[config.mk]
export PLATFORM = sky130hd
export DESIGN_NAME = plogic_array
export DESIGN_NICKNAME = d
export VERILOG_FILES = /design/src/rtl/plogic_pkg.sv /design/src/rtl/plogic_cfg_chain.sv /design/src/rtl/plogic_plane.sv /design/src/rtl/plogic_regs.sv /design/src/rtl/plogic_array.sv
export SDC_FILE = /design/constraint.sdc
export NUM_CORES = 1
export LEC_CHECK = 0
export ABC_AREA = 1
export ABC_CLOCK_PERIOD_IN_PS = 11300
export BUFFER_PORTS_ARGS = -buffer_cell sky130_fd_sc_hd__clkbuf_2
export CAP_MARGIN = 20
export CORE_MARGIN = 2
export CORE_UTILIZATION = 50
export CTS_BUF_LIST = sky130_fd_sc_hd__clkbuf_4
export CTS_CLUSTER_DIAMETER = 120
export CTS_CLUSTER_SIZE = 30
export DETAILED_ROUTE_END_ITERATION = 7
export HOLD_SLACK_MARGIN = 0.08
export PLACE_DENSITY = 0.72
export SLEW_MARGIN = 20
export SYNTH_ARGS = -nofsm -noshare
export SYNTH_HDL_FRONTEND = slang
export SYNTH_HIERARCHICAL = 1
export SYNTH_SLANG_ARGS = --single-unit
[constraint.sdc]
create_clock -name clk -period 11.3 [get_ports clk]
set_input_delay 2.26 -clock clk [delete_from_list [all_inputs] [get_ports clk]]
set_output_delay 2.26 -clock clk [all_outputs]
set_load 0.02 [all_outputs]
[src/rtl/plogic_pkg.sv]
`timescale 1ns/1ps
package plogic_pkg;
  parameter int N_IN  = 8;
  parameter int N_OUT = 4;
  parameter int N_PT  = 4;

  localparam int N_LIT  = N_IN + N_OUT;
  localparam int TERM_W = 2 * N_LIT;
  localparam int N_TERM = N_OUT * N_PT;
  localparam int AND_W  = N_TERM * TERM_W;
  localparam int MC_W   = 2 * N_OUT;
  localparam int CFG_W  = AND_W + MC_W;

  // AND of connected literals; no connection at all yields 0.
  function automatic logic term_eval(input logic [TERM_W-1:0] tcfg,
                                     input logic [N_LIT-1:0]  lits);
    logic hit_any;
    logic hit_all;
    hit_any = 1'b0;
    hit_all = 1'b1;
    for (int l = 0; l < N_LIT; l++) begin
      if (tcfg[2*l]) begin
        hit_any = 1'b1;
        if (!lits[l]) hit_all = 1'b0;
      end
      if (tcfg[2*l+1]) begin
        hit_any = 1'b1;
        if (lits[l]) hit_all = 1'b0;
      end
    end
    return hit_any & hit_all;
  endfunction

  // True when some literal is wired in both forms.
  function automatic logic term_conflict(input logic [TERM_W-1:0] tcfg);
    logic c;
    c = 1'b0;
    for (int l = 0; l < N_LIT; l++)
      if (tcfg[2*l] && tcfg[2*l+1]) c = 1'b1;
    return c;
  endfunction
endpackage

[src/rtl/plogic_cfg_chain.sv]
`timescale 1ns/1ps
module plogic_cfg_chain
  import plogic_pkg::*;
(
  input  logic             clk,
  input  logic             rst,
  input  logic             shift_en,
  input  logic             bit_in,
  output logic [CFG_W-1:0] cfg
);
  logic shift_now;
  assign shift_now = rst & shift_en;

  always_ff @(posedge clk) begin
    if (shift_now) cfg <= {bit_in, cfg[CFG_W-1:1]};
  end

  AST_CFG_FROZEN: assert property (@(posedge clk) disable iff (rst)
    !rst |=> $stable(cfg)) else $error("configuration moved outside reset");
endmodule

[src/rtl/plogic_plane.sv]
`timescale 1ns/1ps
module plogic_plane
  import plogic_pkg::*;
(
  input  logic              clk,
  input  logic              rst,
  input  logic [AND_W-1:0]  and_cfg,
  input  logic [N_OUT-1:0]  inv_sel,
  input  logic [N_OUT-1:0]  reg_sel,
  input  logic [N_IN-1:0]   pin_in,
  input  logic [N_OUT-1:0]  q,
  output logic [N_OUT-1:0]  d,
  output logic [N_TERM-1:0] term_hit
);
  logic [N_OUT-1:0] fb;
  logic [N_OUT-1:0] sum;

  // Outputs are resolved in index order; a combinational result becomes
  // visible as feedback only to later outputs, which keeps the netlist acyclic.
  always_comb begin
    fb       = q & reg_sel;
    term_hit = '0;
    sum      = '0;
    d        = '0;
    for (int o = 0; o < N_OUT; o++) begin
      for (int t = 0; t < N_PT; t++)
        term_hit[o*N_PT+t] = term_eval(and_cfg[(o*N_PT+t)*TERM_W +: TERM_W], {fb, pin_in});
      sum[o] = |term_hit[o*N_PT +: N_PT];
      d[o]   = sum[o] ^ inv_sel[o];
      if (!reg_sel[o]) fb[o] = d[o];
    end
  end

  for (genvar i = 0; i < N_TERM; i++) begin : g_term_chk
    AST_EMPTY_TERM: assert property (@(posedge clk) disable iff (rst)
      (and_cfg[i*TERM_W +: TERM_W] == '0) |-> !term_hit[i]) else $error("empty term high");
    AST_CONFLICT_TERM: assert property (@(posedge clk) disable iff (rst)
      term_conflict(and_cfg[i*TERM_W +: TERM_W]) |-> !term_hit[i]) else $error("conflict term high");
  end

  for (genvar o = 0; o < N_OUT; o++) begin : g_grp_chk
    AST_FIXED_GROUP: assert property (@(posedge clk) disable iff (rst)
      (term_hit[o*N_PT +: N_PT] == '0) |-> (d[o] == inv_sel[o])) else $error("sum without own term");
  end
endmodule

[src/rtl/plogic_regs.sv]
`timescale 1ns/1ps
module plogic_regs
  import plogic_pkg::*;
(
  input  logic             clk,
  input  logic             rst,
  input  logic [N_OUT-1:0] d,
  output logic [N_OUT-1:0] q
);
  always_ff @(posedge clk) begin
    if (rst) q <= '0;
    else     q <= d;
  end

  AST_RESET_CLEARS: assert property (@(posedge clk)
    rst |=> (q == '0)) else $error("flip-flops not cleared");
endmodule

[src/rtl/plogic_array.sv]
`timescale 1ns/1ps
module plogic_array
  import plogic_pkg::*;
(
  input  logic             clk,
  input  logic             rst,
  input  logic             cfg_shift_en,
  input  logic             cfg_bit,
  input  logic [N_IN-1:0]  pin_in,
  output logic [N_OUT-1:0] pin_out
);
  logic [CFG_W-1:0]  cfg;
  logic [AND_W-1:0]  and_cfg;
  logic [N_OUT-1:0]  inv_sel;
  logic [N_OUT-1:0]  reg_sel;
  logic [N_OUT-1:0]  d;
  logic [N_OUT-1:0]  q;
  logic [N_TERM-1:0] term_hit;

  plogic_cfg_chain u_cfg (
    .clk(clk), .rst(rst), .shift_en(cfg_shift_en), .bit_in(cfg_bit), .cfg(cfg)
  );

  assign and_cfg = cfg[AND_W-1:0];

  for (genvar o = 0; o < N_OUT; o++) begin : g_mc
    assign inv_sel[o] = cfg[AND_W + 2*o];
    assign reg_sel[o] = cfg[AND_W + 2*o + 1];
  end

  plogic_plane u_plane (
    .clk(clk), .rst(rst), .and_cfg(and_cfg), .inv_sel(inv_sel), .reg_sel(reg_sel),
    .pin_in(pin_in), .q(q), .d(d), .term_hit(term_hit)
  );

  plogic_regs u_regs (
    .clk(clk), .rst(rst), .d(d), .q(q)
  );

  assign pin_out = (reg_sel & q) | (~reg_sel & d);

  AST_REG_PIN_HOLDS: assert property (@(posedge clk) disable iff (rst)
    reg_sel[0] |=> (pin_out[0] == $past(d[0]))) else $error("registered pin missed capture");
endmodule

* Word level (Yosys, flattened, before mapping)
Index checks and enable logic that the tools add are counted.
** Storage, ports and cells
- Logic and storage cells :: 1171
- Bits in writable memories :: 0
- ROM bits :: 0
- Memories kept :: 0
- Latch bits :: 0
- Bits of input ports :: 12
- Flip-flop bits (word level) :: 396
- Output and inout port bits :: 4
** Operators by class
- Bitwise logic cells :: 25
- Magnitude comparators :: 0
- Reductions and logical operators :: 4
- Add/subtract/negate cells :: 0
- Equal/unequal tests :: 0
- Div/mod/pow operators :: 0
- Mux-type cells :: 1140
- Shift-type cells :: 0
- $mul :: 0
** Operator list (number)
- 1-bit 2-to-1 mux :: 1140
- 1-bit AND :: 17
- 4-bit OR reduction :: 4
- 4-bit AND :: 2
- 4-bit inverter :: 1
- 4-bit OR :: 1
- 1-bit XOR :: 4

* Logic depth before layout (Yosys ltp)
- Word-level depth :: 101
- Gate-level depth with buffers :: 40
- Mapped depth without buffers :: 38

* Modules after synthesis
The synthesis kept the hierarchy.
** Modules (own cells, without submodules)
- plogic_cfg_chain :: times used 1, seq. area each 11771.3 µm², area an instance 11778.8 µm², cells an instance 394
- plogic_plane :: times used 1, seq. area each 0.0 µm², area an instance 4645.7 µm², cells an instance 963
- plogic_regs :: times used 1, seq. area each 80.1 µm², area an instance 110.1 µm², cells an instance 12
- plogic_array :: times used 1, seq. area each 0.0 µm², area an instance 60.1 µm², cells an instance 16

* Worst setup path after synthesis
Ideal clock, no wire load.
- Kind :: input -> register
- From :: input port rst
- To :: register u_cfg.cfg[0] (enable)
- Cell stages on the path :: 2
- Slack :: 763 ps
- Library setup time :: 740 ps
- Data required time :: 10560 ps
- Arrival :: 9796 ps
- Path buffers :: 0
- Path through :: nand2_1 inv_1
** On the way
- Word-level cells in the longest chain between the ends :: 1
** Ends and longest elaborated chain
- start, declared :: RTL line plogic_array.sv:6 : input logic rst,
- 1-bit AND :: RTL line plogic_cfg_chain.sv:12 : assign shift_now = rst & shift_en;
- via u_cfg.shift_now :: RTL line plogic_cfg_chain.sv:11 : logic shift_now;
- end signal, assigned :: RTL line plogic_cfg_chain.sv:15 : if (shift_now) cfg <= {bit_in, cfg[CFG_W-1:1]};
- end, declared :: RTL line plogic_cfg_chain.sv:9 : output logic [CFG_W-1:0] cfg
The timed path passes the listed nets, and every way through them passes these cells.
A chain may end at the register's enable or synchronous reset.

* Worst setup path in the final report
- From :: input port pin_in[2]
- To :: output port pin_out[3]
** On the way
- Word-level cells in the longest chain between the ends :: 93
- Elaborated cells between the ends (all ways) :: 669
- Those cells by class :: mux: 643; bitwise: 22; reduce/logical: 4
** Ends and longest elaborated chain
- start, declared :: RTL line plogic_array.sv:9 : input logic [N_IN-1:0] pin_in,
- 1-bit 2-to-1 mux :: RTL line plogic_pkg.sv:24 : if (!lits[l]) hit_all = 1'b0;
- 1-bit 2-to-1 mux :: RTL line plogic_pkg.sv:22 : if (tcfg[2*l]) begin
- 1-bit 2-to-1 mux :: RTL line plogic_pkg.sv:28 : if (lits[l]) hit_all = 1'b0;
- 1-bit 2-to-1 mux :: RTL line plogic_pkg.sv:26 : if (tcfg[2*l+1]) begin
- 1-bit 2-to-1 mux :: RTL line plogic_pkg.sv:24
- 1-bit 2-to-1 mux :: RTL line plogic_pkg.sv:22
- 1-bit 2-to-1 mux :: RTL line plogic_pkg.sv:28
- 1-bit 2-to-1 mux :: RTL line plogic_pkg.sv:26
- (+35 left out)
- via d[0] :: RTL line plogic_array.sv:16 : logic [N_OUT-1:0] d;
- (+36 left out)
- via d[2] :: RTL line plogic_array.sv:16
- (+7 left out)
- 1-bit 2-to-1 mux :: RTL line plogic_pkg.sv:28
- 1-bit 2-to-1 mux :: RTL line plogic_pkg.sv:26
- 1-bit AND :: RTL line plogic_pkg.sv:31 : return hit_any & hit_all;
- 4-bit OR reduction * :: RTL line plogic_plane.sv:28 : sum[o] = |term_hit[o*N_PT +: N_PT];
- 1-bit XOR * :: RTL line plogic_plane.sv:29 : d[o] = sum[o] ^ inv_sel[o];
- via d[3] :: RTL line plogic_array.sv:16
- 4-bit AND * :: RTL line plogic_array.sv:40 : assign pin_out = (reg_sel & q) | (~reg_sel & d);
- 4-bit OR * :: RTL line plogic_array.sv:40
- end, declared :: RTL line plogic_array.sv:10 : output logic [N_OUT-1:0] pin_out
The timed path passes the listed nets; every way through them passes the cells marked *.

==> impl_metrics.py <==
metrics = {
    "outcome": {
        "status": "completed",
    },
    "final_layout": {
        "drive_gt1_frac": 0.05851,
        "n_fill_cell": 2588,
        "syn2layout_area_growth_pct": 4.319,
        "nets": 1323,
        "fin_util": 0.5311,
        "fin_cells": 1721,
        "final_area_um2": 16800,
    },
    "grt": {
        "track_usage": 0.2178,
        "grt_start_max_net_pins": 203,
        "grt_pass1_wl_mm": 55.61,
        "grt.overflow.total": 0,
        "grt_pass1_vias": 9467,
        "antenna_found_initial": 3,
    },
    "setup_path": {
        "cp.required_ns": 9.04,
        "crit_arrival_ns": 7.30,
        "crit_slowest_cell": "a2111oi_0",
        "crit_fanout": 18,
        "reg2regPathDepth": 28,
        "crit_path_end_kind": "output port",
        "worstSetupStartpointType": "input port",
        "worstSetupPathType": "in2out",
        "crit_top_cell": "nand2_1",
        "reg2reg_from": "u_cfg/cfg[387]",
        "critPathMaxStageDelay_ns": 0.80,
        "regToRegSetupSlack_ns": 6.10,
        "r2r_end": "u_regs/q[3]",
    },
    "min_path": {
        "hp-class": "reg2reg",
        "hold_path_end": "u_cfg/cfg[37]",
        "holdCritStartpoint": "u_cfg/cfg[38]",
        "hold_depth": 0,
    },
    "clock_network": {
        "hold_buffers": 0,
        "cts_resized": 0,
        "postCtsSetupRepairBufs": 0,
        "clock_path_buffers": 3,
        "root_buffer": "clkbuf_4",
        "clk_latency_ns": 0.77,
        "htreeDepth": 1,
        "numClockSinks": 396,
        "tritoncts": "done",
        "numCtsBuffers": 17,
        "clk_pin_slew_ns": 0.29,
    },
    "timing": {
        "maxSlewViolCount": 0,
        "fmax_mhz": 104.6,
        "hold_slack_ns": 0.4148,
        "timing.final.ws_setup_ns": 1.738,
        "slew_headroom": 0.1885,
        "setup_viol": 0,
        "hold_viol": 0,
        "clock_skew_ns": 0.07911,
        "worst_pin_slew_ns": 1.217,
        "rsz0062_at_grt": "no",
        "min_period_ns": 9.562,
        "setup_tns_ns": 0,
        "post-route-period-util": 0.8462,
    },
    "floorplanning": {
        "die_w_um": 183.5,
        "num_io_pins": 16,
        "fp.dieArea_um2": 33670,
        "coreArea_um2": 31640,
        "rows": 65,
        "fp.dieH_um": 183.5,
        "start_util": 0.5092,
    },
    "drt": {
        "drc_errors": 0,
        "antenna_left": 0,
        "vias": 10082,
        "vias_per_cell": 5.858,
        "wl_mm": 36.56,
        "first_pass_iters": 7,
        "first_iter_violations": 1409,
        "avgRoutedWirePerCell_um": 21.24,
    },
    "logic_synthesis": {
        "syn_area_um2": 16110,
        "yosysWarnings": 6,
        "syn_nets": 1313,
        "syn-instance-count": 1301,
        "avgSynthCellArea_um2": 12.38,
    },
    "place": {
        "gp_congestion": 0.8556,
        "placed_area_um2": 16600,
        "port-buffer-count": 15,
        "place_inst": 1694,
        "place_ws_ns": 1.892,
        "dpl.hpwl_mm": 22.78,
    },
    "power_and_ir_drop": {
        "p_leak_nw": 6.056,
        "ir_drop_mv": 0.1170,
        "power.density_nw_per_um2": 140.3,
        "power_mw": 2.357,
    },
    "job": {
        "drv_cap": 0,
    },
}
-- worst max-delay path by stage --
stage	start	to	slack [ns]	cells after the start
2_1_floorplan	rst	u_cfg/cfg[0]	0.76	2
3_3_place_gp	pin_in[2]	pin_out[3]	1.87	30
3_5_place_dp	pin_in[2]	pin_out[3]	1.89	30
4_1_cts	pin_in[2]	pin_out[3]	1.86	30
5_1_grt	pin_in[2]	pin_out[3]	1.36	30
6_report	pin_in[2]	pin_out[3]	1.74	30
-- critical path: cells and delay by family --
family / cells / cell delay (ns)
AO/OA/AOI/OAI: 3 / 0.98
AND/OR/NAND/NOR: 23 / 2.27
buffers and inverters: 4 / 1.76
-- cell type report --
type / count / area (µm²) / share of cell area
clock buffers: 22 / 165.2 / 0.009829
inverters: 114 / 435.4 / 0.02591
repair buffers: 20 / 125.1 / 0.007446
diodes: 3 / 7.507 / 0.0004468
multi-input cells: 762 / 3682 / 0.2191
well taps: 402 / 503.0 / 0.02993
flip-flops and latches: 396 / 11850 / 0.7053
clock inverters: 2 / 33.78 / 0.002010
-- power by group --
| group | switching, mW | internal (mW) | total, mW | leakage [nW] |
|---|---|---|---|---|
| Combinational | 0.0973 | 0.0324 | 0.130 | 2.23 |
| Sequential | 0.0429 | 1.68 | 1.72 | 3.71 |
| Clock | 0.414 | 0.0943 | 0.508 | 0.117 |
| Total | 0.554 | 1.80 | 2.36 | 6.06 |
-- sequential cells by signal, indices dropped and copies added, names as in the netlist --
name / cells
u_cfg/cfg: 392
u_regs/q: 4
-- cells in the final DEF (no fill, tap or decap), types with 5 or more instances in the layout --
master / n
o21ai_0: 39
nor2_1: 191
inv_2: 7
nor3_1: 7
nand3_1: 52
nand4_1: 28
clkbuf_2: 15
inv_1: 106
mux2i_1: 20
or2_2: 5
edfxtp_1: 392
o2111ai_1: 6
a221oi_1: 7
nor3b_1: 5
nand2_2: 11
nand2_4: 6
clkbuf_4: 22
nor4_1: 66
a22o_1: 5
a2111oi_0: 7
nand2_1: 277
-- routing by layer --
layer	part of all wire	global-route usage	vias up
met5	0	0	-
met4	0.031	0.06752	0
met3	0.086	0.03566	82
met2	0.45	0.3331	481
met1	0.43	0.3234	4893
li1	-	-	4626
Note: power is estimated with default switching activity, not from simulation.
